$ cat src/rtl/resv_pkg.sv
package resv_pkg;
  // Strobes from control to datapath, one cycle of effect each
  typedef struct packed {
    logic loadTag;    // capture load-reserved granule
    logic setValid;   // make reservation live
    logic clrValid;   // drop reservation
    logic captureWr;  // latch bus write address/data
  } resvStrobes_t;
endpackage

$ cat src/rtl/resv_datapath.sv
module resv_datapath
  import resv_pkg::*;
#(
  parameter int ADDR_W   = 32,
  parameter int DATA_W   = 32,
  parameter int GRAN_LSB = 2
) (
  input  logic              clk,
  input  logic              rstN,
  input  resvStrobes_t      strobes,
  input  logic [ADDR_W-1:0] lrAddr,
  input  logic [ADDR_W-1:0] scAddr,
  input  logic [DATA_W-1:0] scData,
  input  logic [ADDR_W-1:0] snoopWrAddr,
  output logic              resvValid,
  output logic              scHit,
  output logic              snoopHit,
  output logic              lrSnoopHit,
  output logic [ADDR_W-1:0] busWrAddr,
  output logic [DATA_W-1:0] busWrData
);
  localparam int TAG_W = ADDR_W - GRAN_LSB;

  logic [TAG_W-1:0] resvTag;
  logic [TAG_W-1:0] lrTag, scTag, snoopTag;

  assign lrTag    = lrAddr[ADDR_W-1:GRAN_LSB];
  assign scTag    = scAddr[ADDR_W-1:GRAN_LSB];
  assign snoopTag = snoopWrAddr[ADDR_W-1:GRAN_LSB];

  assign scHit      = (scTag == resvTag);
  assign snoopHit   = (snoopTag == resvTag);
  assign lrSnoopHit = (snoopTag == lrTag);

  always_ff @(posedge clk) begin
    if (!rstN) begin
      resvTag   <= '0;
      resvValid <= 1'b0;
      busWrAddr <= '0;
      busWrData <= '0;
    end else begin
      if (strobes.loadTag) resvTag <= lrTag;
      if (strobes.setValid)      resvValid <= 1'b1;
      else if (strobes.clrValid) resvValid <= 1'b0;
      if (strobes.captureWr) begin
        busWrAddr <= scAddr;
        busWrData <= scData;
      end
    end
  end

  // a recorded granule is the one of the newest accepted load-reserved
  a_r3_tag_replaced: assert property (@(posedge clk) disable iff (!rstN)
    strobes.loadTag |=> (resvTag == $past(lrTag)));

  // set wins over clear when both are asked for
  a_r2_set_live: assert property (@(posedge clk) disable iff (!rstN)
    strobes.setValid |=> resvValid);
endmodule

$ cat src/rtl/resv_control.sv
module resv_control
  import resv_pkg::*;
#(
  parameter int GRAN_LSB = 2
) (
  input  logic                clk,
  input  logic                rstN,
  input  logic                lrReq,
  input  logic [GRAN_LSB-1:0] lrLow,
  input  logic                scReq,
  input  logic [GRAN_LSB-1:0] scLow,
  input  logic                snoopWrValid,
  input  logic                resvBroken,
  input  logic                resvValid,
  input  logic                scHit,
  input  logic                snoopHit,
  input  logic                lrSnoopHit,
  output resvStrobes_t        strobes,
  output logic                busWrEn,
  output logic                scDone,
  output logic                scFail,
  output logic                alignFault
);
  logic lrAligned, scAligned;
  logic lrTake, lrGo, scGo, killOld, killNew, scPass;

  assign lrAligned = (lrLow == '0);
  assign scAligned = (scLow == '0);

  // store-conditional has precedence over a simultaneous load-reserved
  assign lrTake  = lrReq && !scReq;
  assign lrGo    = lrTake && lrAligned;
  assign scGo    = scReq && scAligned;

  assign killOld = resvBroken || (snoopWrValid && snoopHit);
  assign killNew = resvBroken || (snoopWrValid && lrSnoopHit);
  assign scPass  = scGo && resvValid && scHit && !killOld;

  always_comb begin
    strobes           = '0;
    strobes.loadTag   = lrGo;
    strobes.setValid  = lrGo && !killNew;
    strobes.clrValid  = killOld || scGo || (lrGo && killNew);
    strobes.captureWr = scPass;
  end

  always_ff @(posedge clk) begin
    if (!rstN) begin
      busWrEn    <= 1'b0;
      scDone     <= 1'b0;
      scFail     <= 1'b0;
      alignFault <= 1'b0;
    end else begin
      busWrEn    <= scPass;
      scDone     <= scGo;
      scFail     <= scGo && !scPass;
      alignFault <= (scReq && !scAligned) || (lrTake && !lrAligned);
    end
  end

  // a failed store-conditional never reaches the bus
  a_r6_fail_no_write: assert property (@(posedge clk) disable iff (!rstN)
    scFail |-> !busWrEn);

  // a bus write always comes with a success status
  a_r7_write_is_success: assert property (@(posedge clk) disable iff (!rstN)
    busWrEn |-> (scDone && !scFail));

  // an aligned store-conditional ends the reservation
  a_r8_sc_clears: assert property (@(posedge clk) disable iff (!rstN)
    scGo |=> !resvValid);

  // a misaligned store-conditional leaves the reservation alone
  a_r9_misaligned_keeps: assert property (@(posedge clk) disable iff (!rstN)
    (scReq && !scAligned && !killOld) |=> $stable(resvValid));

  // external break drops the reservation
  a_r5_broken_clears: assert property (@(posedge clk) disable iff (!rstN)
    resvBroken |=> !resvValid);

  // a kill racing the store-conditional makes it fail
  a_r12_kill_fails: assert property (@(posedge clk) disable iff (!rstN)
    (scGo && killOld) |=> scFail);

  // fault and status are never reported together
  a_r9_fault_excl: assert property (@(posedge clk) disable iff (!rstN)
    alignFault |-> (!scDone && !busWrEn));
endmodule

$ cat src/rtl/resv_monitor.sv
module resv_monitor
  import resv_pkg::*;
#(
  parameter int ADDR_W   = 32,
  parameter int DATA_W   = 32,
  parameter int GRAN_LSB = 2
) (
  input  logic              clk,
  input  logic              rstN,
  input  logic              lrReq,
  input  logic [ADDR_W-1:0] lrAddr,
  input  logic              scReq,
  input  logic [ADDR_W-1:0] scAddr,
  input  logic [DATA_W-1:0] scData,
  input  logic              snoopWrValid,
  input  logic [ADDR_W-1:0] snoopWrAddr,
  input  logic              resvBroken,
  output logic              busWrEn,
  output logic [ADDR_W-1:0] busWrAddr,
  output logic [DATA_W-1:0] busWrData,
  output logic              scDone,
  output logic              scFail,
  output logic              alignFault
);
  resvStrobes_t strobes;
  logic resvValid, scHit, snoopHit, lrSnoopHit;

  resv_control #(.GRAN_LSB(GRAN_LSB)) u_ctrl (
    .clk          (clk),
    .rstN         (rstN),
    .lrReq        (lrReq),
    .lrLow        (lrAddr[GRAN_LSB-1:0]),
    .scReq        (scReq),
    .scLow        (scAddr[GRAN_LSB-1:0]),
    .snoopWrValid (snoopWrValid),
    .resvBroken   (resvBroken),
    .resvValid    (resvValid),
    .scHit        (scHit),
    .snoopHit     (snoopHit),
    .lrSnoopHit   (lrSnoopHit),
    .strobes      (strobes),
    .busWrEn      (busWrEn),
    .scDone       (scDone),
    .scFail       (scFail),
    .alignFault   (alignFault)
  );

  resv_datapath #(.ADDR_W(ADDR_W), .DATA_W(DATA_W), .GRAN_LSB(GRAN_LSB)) u_dp (
    .clk         (clk),
    .rstN        (rstN),
    .strobes     (strobes),
    .lrAddr      (lrAddr),
    .scAddr      (scAddr),
    .scData      (scData),
    .snoopWrAddr (snoopWrAddr),
    .resvValid   (resvValid),
    .scHit       (scHit),
    .snoopHit    (snoopHit),
    .lrSnoopHit  (lrSnoopHit),
    .busWrAddr   (busWrAddr),
    .busWrData   (busWrData)
  );
endmodule

$ cat config.mk
export PLATFORM = sky130hd
export DESIGN_NAME = resv_monitor
export DESIGN_NICKNAME = d
export VERILOG_FILES = /design/src/rtl/resv_pkg.sv /design/src/rtl/resv_datapath.sv /design/src/rtl/resv_control.sv /design/src/rtl/resv_monitor.sv
export SDC_FILE = /design/constraint.sdc
export NUM_CORES = 1
export LEC_CHECK = 0
export BUFFER_PORTS_ARGS = -buffer_cell sky130_fd_sc_hd__buf_2
export CAP_MARGIN = 40
export CORE_MARGIN = 2
export CORE_UTILIZATION = 52
export CTS_CLUSTER_SIZE = 28
export DETAILED_ROUTE_END_ITERATION = 12
export PLACE_DENSITY = 0.84
export SLEW_MARGIN = 20
export SYNTH_ARGS = -nofsm -noshare
export SYNTH_HDL_FRONTEND = slang
export SYNTH_HIERARCHICAL = 1
export SYNTH_SLANG_ARGS = --single-unit
$ cat constraint.sdc
create_clock -name clk -period 4 [get_ports clk]
set_clock_uncertainty 0.05 [all_clocks]
set_input_delay 0.6 -clock clk [delete_from_list [all_inputs] [get_ports clk]]
set_output_delay 0.6 -clock clk [all_outputs]
set_load 0.03 [all_outputs]
==> flow_summary.json, run 1 <==
{
  "track_usage": 0.2422,
  "hp-class": "in -> reg",
  "fmax_mhz": 352.0,
  "cts_resized": 0,
  "avgRoutedWirePerCell_um": 16.28,
  "h-tree-depth": 3,
  "maxSlewViolCount": 0,
  "yosysSeqAreaShare": 0.4175,
  "cts.clk_slew.worst_paths_ns": 0.11,
  "avgSynthCellArea_um2": 10.60,
  "max_cap_violations": 0,
  "criticalPathCategory": "reg -> reg",
  "area_delta_synth_final_pct": 26.57,
  "powerDensity_mw_per_mm2": 306.5,
  "finalWorstSetupSlack_ns": 1.159,
  "die_y_um": 99.55,
  "clock_latency_ns": 0.37,
  "num_rows": 34,
  "setup_viol": 0,
  "hold_viol": 0,
  "ir_drop_mv": 0.2016,
  "synth_top_area_share": 0.4175,
  "status": "finished, final reports clean",
  "ys_ff_latch": 99,
  "cts_buffers": 9,
  "dp_hpwl_mm": 9.591,
  "drive_gt1_frac": 0.3478,
  "min_period_over_period": 0.7101,
  "hold_path_depth": 3,
  "grt_pass1_vias": 3848,
  "nNetsFinal": 773,
  "reg2regPathDepth": 9,
  "ys_warn_count": 6,
  "antenna_left": 0,
  "cts.path.max_buffers": 2,
  "ctsRootBufferMaster": "clkbuf_8",
  "synth_edf_count": 0,
  "cts_tree": "yes",
  "grt_pass1_wl_mm": 18.84,
  "crit_required_ns": 4.22,
  "tns_ns": 0,
  "grt_antenna_before_repair": 1,
  "num_vias": 3767,
  "leakage_nw": 2.506,
  "slew_headroom": 0.5464,
  "fillers": 710,
  "min_to": "u_dp/busWrData[24]",
  "grt_max_degree": 51,
  "gr-total-overflow": 0,
  "netlist_area_mm2": 0.004747,
  "ys.flop_type": "dfxtp_1",
  "die-area_mm2": 0.009909,
  "synth.area.top_cells": "dfxtp_1 42%, mux2i_1 20%, nor2b_1 13%",
  "post-cts-setup-buffers": 0,
  "r2r_start": "u_dp/resvTag[7]",
  "rrSetupSlack_ns": 1.16,
  "hold_buffers": 0,
  "cp.arrival_ns": 3.06,
  "syn_inst": 448,
  "syn_nets": 582,
  "rsz0062_at_grt": "false",
  "worstHoldStart": "scData[24]",
  "drt_iter0_drc": 63,
  "routed_via_density": 5.009,
  "pin_count": 202,
  "antennaDiodeCount": 0,
  "gp_congestion": 0.8243,
  "drt_pre_antenna_iters": 4,
  "synthArstFlopShare": 0,
  "drt-total-wl_mm": 12.24,
  "min_period_ns": 2.841,
  "synth_top_cell_by_area": "dfxtp_1",
  "pre_cts_slack_ns": 0.7903,
  "clock_sinks": 99,
  "startpoint_type": "register",
  "port_buffers": 199,
  "chipWidth_um": 99.55,
  "coreArea_mm2": 0.008806,
  "worstMarginPinSlew_ns": 0.6804,
  "start_util": 0.5391,
  "drc": 0,
  "r2r_end": "u_dp/busWrAddr[0]",
  "end_kind": "register",
  "synthDistinctLibCells": 25,
  "path_max_fanout": 27
}
[worst max-delay path, cell delays in order, from the launching register on]
cell	delay, ns
dfxtp_1	0.38
xor2_1	0.18
nor4_1	0.43
nand4_1	0.17
nor4_2	0.23
nand3b_1	0.17
nor3b_2	0.32
buf_4	0.48
mux2i_1	0.25
nor2b_1	0.06
[power breakdown]
group / internal, W / total [W] / switching, W
combinational: 0.000112 / 0.000212 / 0.000101
clock: 0.000244 / 0.000629 / 0.000385
sequential: 0.000993 / 0.00100 / 0.00000786
[final cells by class]
type	instances	area, um2	area share
clock inverter	7	67.56	0.01125
clock buffer	9	123.9	0.02062
timing repair buffer	203	1051	0.1749
tap	108	135.1	0.02249
sequential	99	1982	0.3299
multi-input combinational	323	2638	0.4390
inverter	3	11.26	0.001874
[worst max path at each step]
| stage | to | slack (ns) | startpoint |
|---|---|---|---|
| floorplan | u_dp/busWrAddr[0] | 1.43 | scAddr[21] |
| global placement | u_dp/busWrAddr[21] | 0.87 | scAddr[29] |
| detailed placement | u_dp/busWrAddr[18] | 0.79 | scAddr[9] |
| CTS | u_dp/busWrAddr[18] | 1.14 | u_dp/resvTag[7] |
| global route | u_dp/busWrAddr[22] | 0.99 | u_dp/resvTag[19] |
| finish | u_dp/busWrAddr[0] | 1.16 | u_dp/resvTag[7] |
[cells in the mapped netlist, types with 2 or more instances]
library cell,count
o21a_1,2
nor2b_1,95
nand2_1,2
inv_1,2
xnor2_1,30
nor4_2,2
xor2_1,60
buf_4,8
buf_2,4
nand3_1,3
nor4_1,16
dfxtp_1,99
clkbuf_1,11
nand4_1,9
nor3b_1,2
mux2i_1,94
[stage by stage]
step	area, um2	instances	util	hold slack (ns)	total power (W)
5_1_grt	6008	752	0.6823	0.4147	0.001916
6_report	6008	752	0.6823	0.4305	0.001842
4_1_cts	6008	752	0.6823	0.4184	0.001857
2_1_floorplan	4747	448	-	0.4026	0.001123
3_3_place_gp	5797	735	0.6583	0.4286	0.001228
3_5_place_dp	5817	736	0.6606	0.4302	0.001236
[registers in the layout, indices dropped and copies added (netlist names)]
name               flops
u_ctrl/alignFault      1
u_ctrl/busWrEn         1
u_ctrl/scDone          1
u_ctrl/scFail          1
u_dp/busWrAddr        32
u_dp/busWrData        32
u_dp/resvTag          30
u_dp/resvValid         1
[placed cells by master (no fill, tap or decap), types with 2 or more instances in the layout]
cell / instances
nor2b_1: 95
nand4_1: 9
nor4_1: 16
clkbuf_8: 9
inv_8: 3
buf_4: 2
xnor2_1: 30
inv_1: 2
nor4_2: 2
xor2_1: 60
mux2i_1: 94
nand2_1: 2
o21a_1: 2
dfxtp_1: 99
buf_2: 199
nand3_1: 3
buf_12: 2
clkinv_4: 2
[layer usage]
layer	track usage	vias up	wire, um
met1	0.2738	1715	4977
met4	0.06955	2	194
met2	0.4257	137	6096
met5	0	-	7
met3	0.09206	19	963
li1	-	1894	-
[cell families after synthesis]
group,after synthesis,share of synthesized area
AOI/OAI and AO/OA,5,0.008961
xor gates and xnor gates,90,0.1661
buffers and inverters,26,0.02794
DFF,99,0.4175
muxes,94,0.1982
and+or+nand+nor,134,0.1813
No activity file was read; power rests on OpenSTA's default activity.
==> run 2: changes to the inputs <==
--- a/config.mk
+++ b/config.mk
@@ -5,13 +5,14 @@
 export SDC_FILE = /design/constraint.sdc
 export NUM_CORES = 1
 export LEC_CHECK = 0
+export ABC_AREA = 1
 export BUFFER_PORTS_ARGS = -buffer_cell sky130_fd_sc_hd__buf_2
 export CAP_MARGIN = 40
 export CORE_MARGIN = 2
-export CORE_UTILIZATION = 52
+export CORE_UTILIZATION = 49
 export CTS_CLUSTER_SIZE = 28
 export DETAILED_ROUTE_END_ITERATION = 12
-export PLACE_DENSITY = 0.84
+export PLACE_DENSITY = 0.79
 export SLEW_MARGIN = 20
 export SYNTH_ARGS = -nofsm -noshare
 export SYNTH_HDL_FRONTEND = slang
==> constraint.sdc (replaced) <==
create_clock -name clk -period 2.7 [get_ports clk]
set_clock_uncertainty 0.05 [all_clocks]
set_input_delay 0.405 -clock clk [delete_from_list [all_inputs] [get_ports clk]]
set_output_delay 0.405 -clock clk [all_outputs]
set_load 0.03 [all_outputs]
==> run 2 against run 1 <==
Worst hold slack worse by 0.22 ns; fmax is 23% higher; wire length increased by 7.4%; clock power up 57%; synthesized cell count rose by 87%; combinational power grew 73%; cell count rose by 55%; sequential share of layout area fell by 1.8 points; first-iteration DRC count rose to 5.0 times the previous value; flip-flop and latch count is the same; non-clock buffer count unchanged; critical path type unchanged.
==> flow_summary.json, run 2 <==
{
  "status": "finished, final reports clean",
  "cts_resized": 0,
  "layout_commonest_cell": "nand2_1",
  "powerDensity_mw_per_mm2": 448.2,
  "gp_congestion": 0.8204,
  "slew_headroom": 0.6888,
  "pwr-share-comb": 0.129,
  "synthArstFlopShare": 0,
  "leakage_nw": 3.637,
  "track_usage": 0.2352,
  "syn_inst": 838,
  "p_switching_w": 0.0007673,
  "hold_viol": 0,
  "ys_warn_count": 6,
  "setup_viol": 0,
  "cts.clk_slew.worst_paths_ns": 0.11,
  "netlist_area_mm2": 0.005060,
  "synthTopCellsByCount": "281 x nand2_1, 144 x nor2_1, 113 x inv_1, 99 x dfxtp_1, 91 x o21ai_0",
  "min_to": "u_dp/busWrData[23]",
  "internal-power_w": 0.002082,
  "p_seq_frac": 0.524,
  "start_util": 0.4968,
  "drt_pre_antenna_iters": 5,
  "die_y_um": 105.6,
  "max_cap_violations": 0,
  "hold_path_depth": 3,
  "antenna_left": 0,
  "gr-total-overflow": 0,
  "min_period_ns": 2.304,
  "chipWidth_um": 105.6,
  "clock_latency_ns": 0.35,
  "criticalPathCategory": "reg -> reg",
  "grt_pass1_wl_mm": 21.57,
  "ys.flop_type": "dfxtp_1",
  "grt_antenna_before_repair": 1,
  "synth_top_cell_by_area": "dfxtp_1",
  "drt-total-wl_mm": 13.15,
  "grt_pass1_vias": 4974,
  "p_clk_frac": 0.347,
  "fmax_mhz": 434.1,
  "synthDistinctLibCells": 20,
  "min_period_over_period": 0.8532,
  "worstHoldStart": "scData[23]",
  "sw_frac_of_total": 0.2693,
  "area_delta_synth_final_pct": 25.67,
  "ys_ff_latch": 99,
  "finalWorstSetupSlack_ns": 0.3965,
  "hp-class": "in -> reg",
  "synth_top_area_share": 0.3917,
  "synth.area.top_cells": "dfxtp_1 39%, nand2_1 21%, nor2_1 11%",
  "end_kind": "register",
  "pre_cts_slack_ns": 0.3073,
  "pin_count": 202,
  "mostFrequentLayoutCells": "281 x nand2_1, 199 x buf_2, 143 x nor2_1",
  "drive_gt1_frac": 0.2242,
  "routed_via_density": 4.595,
  "avgRoutedWirePerCell_um": 11.32,
  "startpoint_type": "register",
  "ir_drop_mv": 0.2794,
  "avgSynthCellArea_um2": 6.038,
  "holdWs_ns": 0.2137,
  "dp_hpwl_mm": 9.680,
  "cts_tree": "yes",
  "num_rows": 37,
  "hold_buffers": 0,
  "final_util": 0.6243,
  "nNetsFinal": 1155,
  "path_max_fanout": 44,
  "maxSlewViolCount": 0,
  "tns_ns": 0,
  "worstMarginPinSlew_ns": 0.4639,
  "ctsRootBufferMaster": "clkbuf_8",
  "yosysMostFrequentCell": "nand2_1",
  "cp.arrival_ns": 2.53,
  "die-area_mm2": 0.01116,
  "port_buffers": 199,
  "post-cts-setup-buffers": 0,
  "r2r_end": "u_dp/busWrAddr[5]",
  "reg2regPathDepth": 15,
  "clock_sinks": 99,
  "num_vias": 5339,
  "h-tree-depth": 3,
  "antennaDiodeCount": 0,
  "drt_iter0_drc": 317,
  "syn_nets": 972,
  "r2r_start": "u_dp/resvTag[25]",
  "drc": 0,
  "crit_required_ns": 2.93,
  "rrSetupSlack_ns": 0.40,
  "cts_buffers": 9,
  "rsz0062_at_grt": "false",
  "reg_top3": "u_dp/busWrAddr: 32 flops, u_dp/busWrData: 32 flops, u_dp/resvTag: 30 flops",
  "coreArea_mm2": 0.01018,
  "fillers": 1040,
  "yosysSeqAreaShare": 0.3917,
  "synth_edf_count": 0,
  "fin_total_pwr_w": 0.002850,
  "cts.path.max_buffers": 2,
  "grt_max_degree": 98
}
## run 2: worst max path at each step
stage,start,cells past startpoint,endpoint
after floorplan,scAddr[15],18,u_dp/busWrAddr[0]
after global placement,scAddr[24],16,u_dp/busWrAddr[23]
after detailed placement,scAddr[27],16,u_dp/busWrAddr[14]
after CTS,u_dp/resvTag[25],15,u_dp/busWrAddr[14]
after global routing,u_dp/resvTag[7],15,u_dp/busWrAddr[30]
final,u_dp/resvTag[25],15,u_dp/busWrAddr[5]
## run 2: cell families (layout without fill, tap and decap cells)
| group | count (synthesis) | after routing | share of synthesized area |
|---|---|---|---|
| compound gates | 150 | 150 | 0.1489 |
| flops | 99 | 99 | 0.3917 |
| xor+xnor | 9 | 9 | 0.01558 |
| buf+inv | 147 | 335 | 0.1182 |
| simple gates | 433 | 433 | 0.3257 |
## run 2: power by group through the flow
stage | logic (W) | clock network (W) | registers, W
after floorplan | 0.000204 | 0 | 0.00153
after global placement | 0.000361 | 0 | 0.00153
after detailed placement | 0.000366 | 0 | 0.00153
after CTS | 0.000369 | 0.00103 | 0.00149
after global routing | 0.000426 | 0.00108 | 0.00150
final | 0.000367 | 0.000990 | 0.00149
## run 2: cell type report
class	instances	area [um2]	area share
multi-input cells	592	2487	0.3912
flip-flops and latches	99	1982	0.3117
repair buffers	203	1076	0.1692
inverters	116	437.9	0.06887
well taps	136	170.2	0.02676
clock buffers	9	123.9	0.01948
clock inverters	7	81.33	0.01279
## run 2: per-stage QoR
stage / cells / instance area, um2
after floorplan: 838 / 5060
after global placement: 1146 / 6153
after detailed placement: 1146 / 6153
after CTS: 1162 / 6359
after global routing: 1162 / 6359
final: 1162 / 6359
## run 2: routing by layer
| layer | GRT usage | share of wire | up-vias |
|---|---|---|---|
| li1 | - | - | 2901 |
| met2 | 0.4194 | 0.47 | 136 |
| met5 | 0 | 0.00084 | - |
| met1 | 0.2905 | 0.46 | 2294 |
| met3 | 0.04576 | 0.060 | 6 |
| met4 | 0.05921 | 0.0062 | 2 |
## run 2: critical path: stages (launching register included)
cell     delay [ns]
dfxtp_1        0.38
inv_1          0.07
nand2_1        0.06
nand2_1        0.04
nor2_1         0.16
nand2_1        0.07
nor2_1         0.11
nand2_1        0.09
nor2_1         0.11
nand2_1        0.08
nor2_2         0.12
inv_1          0.09
nor2_4         0.27
buf_12         0.25
o21ai_0        0.13
a21oi_1        0.14
==> run 3: changes to the inputs <==
--- a/config.mk
+++ b/config.mk
@@ -12,7 +12,7 @@
 export CORE_UTILIZATION = 49
 export CTS_CLUSTER_SIZE = 28
 export DETAILED_ROUTE_END_ITERATION = 12
-export PLACE_DENSITY = 0.79
+export PLACE_DENSITY = 0.87
 export SLEW_MARGIN = 20
 export SYNTH_ARGS = -nofsm -noshare
 export SYNTH_HDL_FRONTEND = slang
==> run 3 against run 2 <==
Utilization up 0.23 points; critical endpoint is now u_dp/busWrAddr[22]; register-to-register slack gained 0.08 ns; die area unchanged; cell area increased by 0.37%; largest cell class unchanged; setup slack better by 0.079 ns; highest routed layer is now met4; fmax is 3.5% higher; combinational power barely moved.
==> flow_summary.json, run 3 (same netlist as run 2, synthesis figures left out) <==
{
  "drt_iter0_drc": 258,
  "crit_required_ns": 2.94,
  "coreArea_mm2": 0.01018,
  "cts_resized": 0,
  "cts.path.max_buffers": 2,
  "path_buf_inv": 3,
  "tns_ns": 0,
  "drc": 0,
  "die-area_mm2": 0.01116,
  "slowest_delay_ns": 0.38,
  "path_delay_family": "simple AND/OR/NAND/NOR gates",
  "crit_path_cell_trace": "inv_1 -> nand2_1 -> nand2_1 -> nor2_1 -> nand2_1 -> nor2_1 -> nand2_1 -> nor2_1 -> nand2_1 -> nor2_2 -> inv_1 -> nor2_4 -> buf_12 -> o21ai_0 -> a21oi_1",
  "slew_headroom": 0.7490,
  "p_switching_w": 0.0007892,
  "dp_cells": 1147,
  "cp.arrival_ns": 2.46,
  "cts_buffers": 9,
  "drive_gt1_frac": 0.2257,
  "path_max_fanout": 44,
  "layout_commonest_cell": "nand2_1",
  "criticalPathCategory": "reg -> reg",
  "clock_sinks": 99,
  "ir_drop_mv": 0.2529,
  "gr-total-overflow": 0,
  "pin_count": 202,
  "end_kind": "register",
  "num_vias": 5506,
  "grt_antenna_before_repair": 0,
  "p_seq_frac": 0.520,
  "fmax_mhz": 449.4,
  "port_buffers": 199,
  "powerDensity_mw_per_mm2": 449.8,
  "grt_pass1_vias": 5141,
  "sw_frac_of_total": 0.2749,
  "grt_pass1_wl_mm": 22.00,
  "area_delta_synth_final_pct": 26.14,
  "pwr-share-comb": 0.129,
  "internal-power_w": 0.002081,
  "p_clk_frac": 0.351,
  "antennaDiodeCount": 0,
  "hold_buffers": 0,
  "rsz0062_at_grt": "false",
  "crit_top_cell": "nand2_1",
  "die_y_um": 105.6,
  "worstMarginPinSlew_ns": 0.3765,
  "chipWidth_um": 105.6,
  "reg_top3": "u_dp/busWrAddr: 32 flops, u_dp/busWrData: 32 flops, u_dp/resvTag: 30 flops",
  "status": "finished, final reports clean",
  "startpoint_type": "register",
  "hp-class": "in -> reg",
  "cts.clk_slew.worst_paths_ns": 0.11,
  "leakage_nw": 3.642,
  "post-cts-setup-buffers": 0,
  "ctsRootBufferMaster": "clkbuf_8",
  "dpl_cell_area_mm2": 0.006161,
  "grt_max_degree": 98,
  "hold_viol": 0,
  "min_period_ns": 2.225,
  "mostFrequentLayoutCells": "281 x nand2_1, 199 x buf_2, 143 x nor2_1",
  "avgRoutedWirePerCell_um": 11.41,
  "cts_tree": "yes",
  "drt_pre_antenna_iters": 5,
  "routed_via_density": 4.730,
  "setup_viol": 0,
  "instances_no_fill": 1164,
  "final_cell_area_mm2": 0.006382,
  "gp_congestion": 0.8821,
  "num_rows": 37,
  "slowest_stage": "dfxtp_1",
  "dp_hpwl_mm": 10.02,
  "drt-total-wl_mm": 13.28,
  "maxSlewViolCount": 0,
  "min_period_over_period": 0.8241,
  "antenna_left": 0,
  "clock_latency_ns": 0.36,
  "finalWorstSetupSlack_ns": 0.4750,
  "track_usage": 0.2398,
  "nNetsFinal": 1157,
  "pre_cts_slack_ns": 0.3585,
  "h-tree-depth": 3,
  "max_cap_violations": 0,
  "start_util": 0.4968
}
run 3: changes by cell type in the layout (fill, tap and decap cells not counted):
cell | before | now
clkinvlp_4 | 0 | 2
buf_4 | 0 | 1
buf_8 | 0 | 1
clkinv_2 | 1 | 0
inv_6 | 3 | 2
run 3: through the flow:
| step | total power, W | hold WS [ns] | util |
|---|---|---|---|
| 2_1_floorplan | 0.001731 | 0.4325 | - |
| 3_3_place_gp | 0.001885 | 0.4205 | 0.6049 |
| 3_5_place_dp | 0.001893 | 0.4314 | 0.6049 |
| 4_1_cts | 0.002900 | 0.1947 | 0.6252 |
| 5_1_grt | 0.003020 | 0.1957 | 0.6267 |
| 6_report | 0.002871 | 0.2104 | 0.6267 |
run 3: worst register-to-register path, stage by stage, from the launching register on:
cell     delay [ns]
dfxtp_1        0.38
inv_1          0.07
nand2_1        0.06
nand2_1        0.05
nor2_1         0.10
nand2_1        0.06
nor2_1         0.12
nand2_1        0.09
nor2_1         0.12
nand2_1        0.08
nor2_2         0.13
inv_1          0.08
nor2_4         0.23
buf_12         0.24
o21ai_0        0.13
a21oi_1        0.15
run 3: final cells by class:
type / count / area (um2)
fillers: 1007 / 3802
multi-input cells: 592 / 2487
flip-flops and latches: 99 / 1982
repair buffers: 205 / 1099
inverters: 116 / 437.9
well taps: 136 / 170.2
clock buffers: 9 / 123.9
clock inverters: 7 / 82.58
run 3: layer usage:
layer  vias to the layer above  routed length (um)  share of wire  global-route usage
li1                       2911                   -              -                   -
met1                      2385                5702           0.43              0.2875
met2                       187                6370           0.48              0.4249
met3                        23                 936          0.070             0.05257
met4                         0                 271          0.020             0.07801
met5                         -                   0              0                   0
run 3: worst paths after layout:
check	to	slack [ns]	startpoint	depth (start not counted)
min	u_dp/busWrData[10]	0.21	scData[10]	3
min reg2reg	u_dp/busWrData[15]	0.46	u_dp/busWrData[15]	2
max	u_dp/busWrAddr[22]	0.48	u_dp/resvTag[10]	15
max reg2reg	u_dp/busWrAddr[22]	0.48	u_dp/resvTag[10]	15
run 3: power groups by stage:
stage                     sequential (W)  clock, W  combinational, W
after CTS                        0.00149   0.00104          0.000370
after detailed placement         0.00153         0          0.000367
after global routing             0.00150   0.00109          0.000430
after global placement           0.00153         0          0.000360
after floorplan                  0.00153         0          0.000204
final                            0.00149   0.00101          0.000370
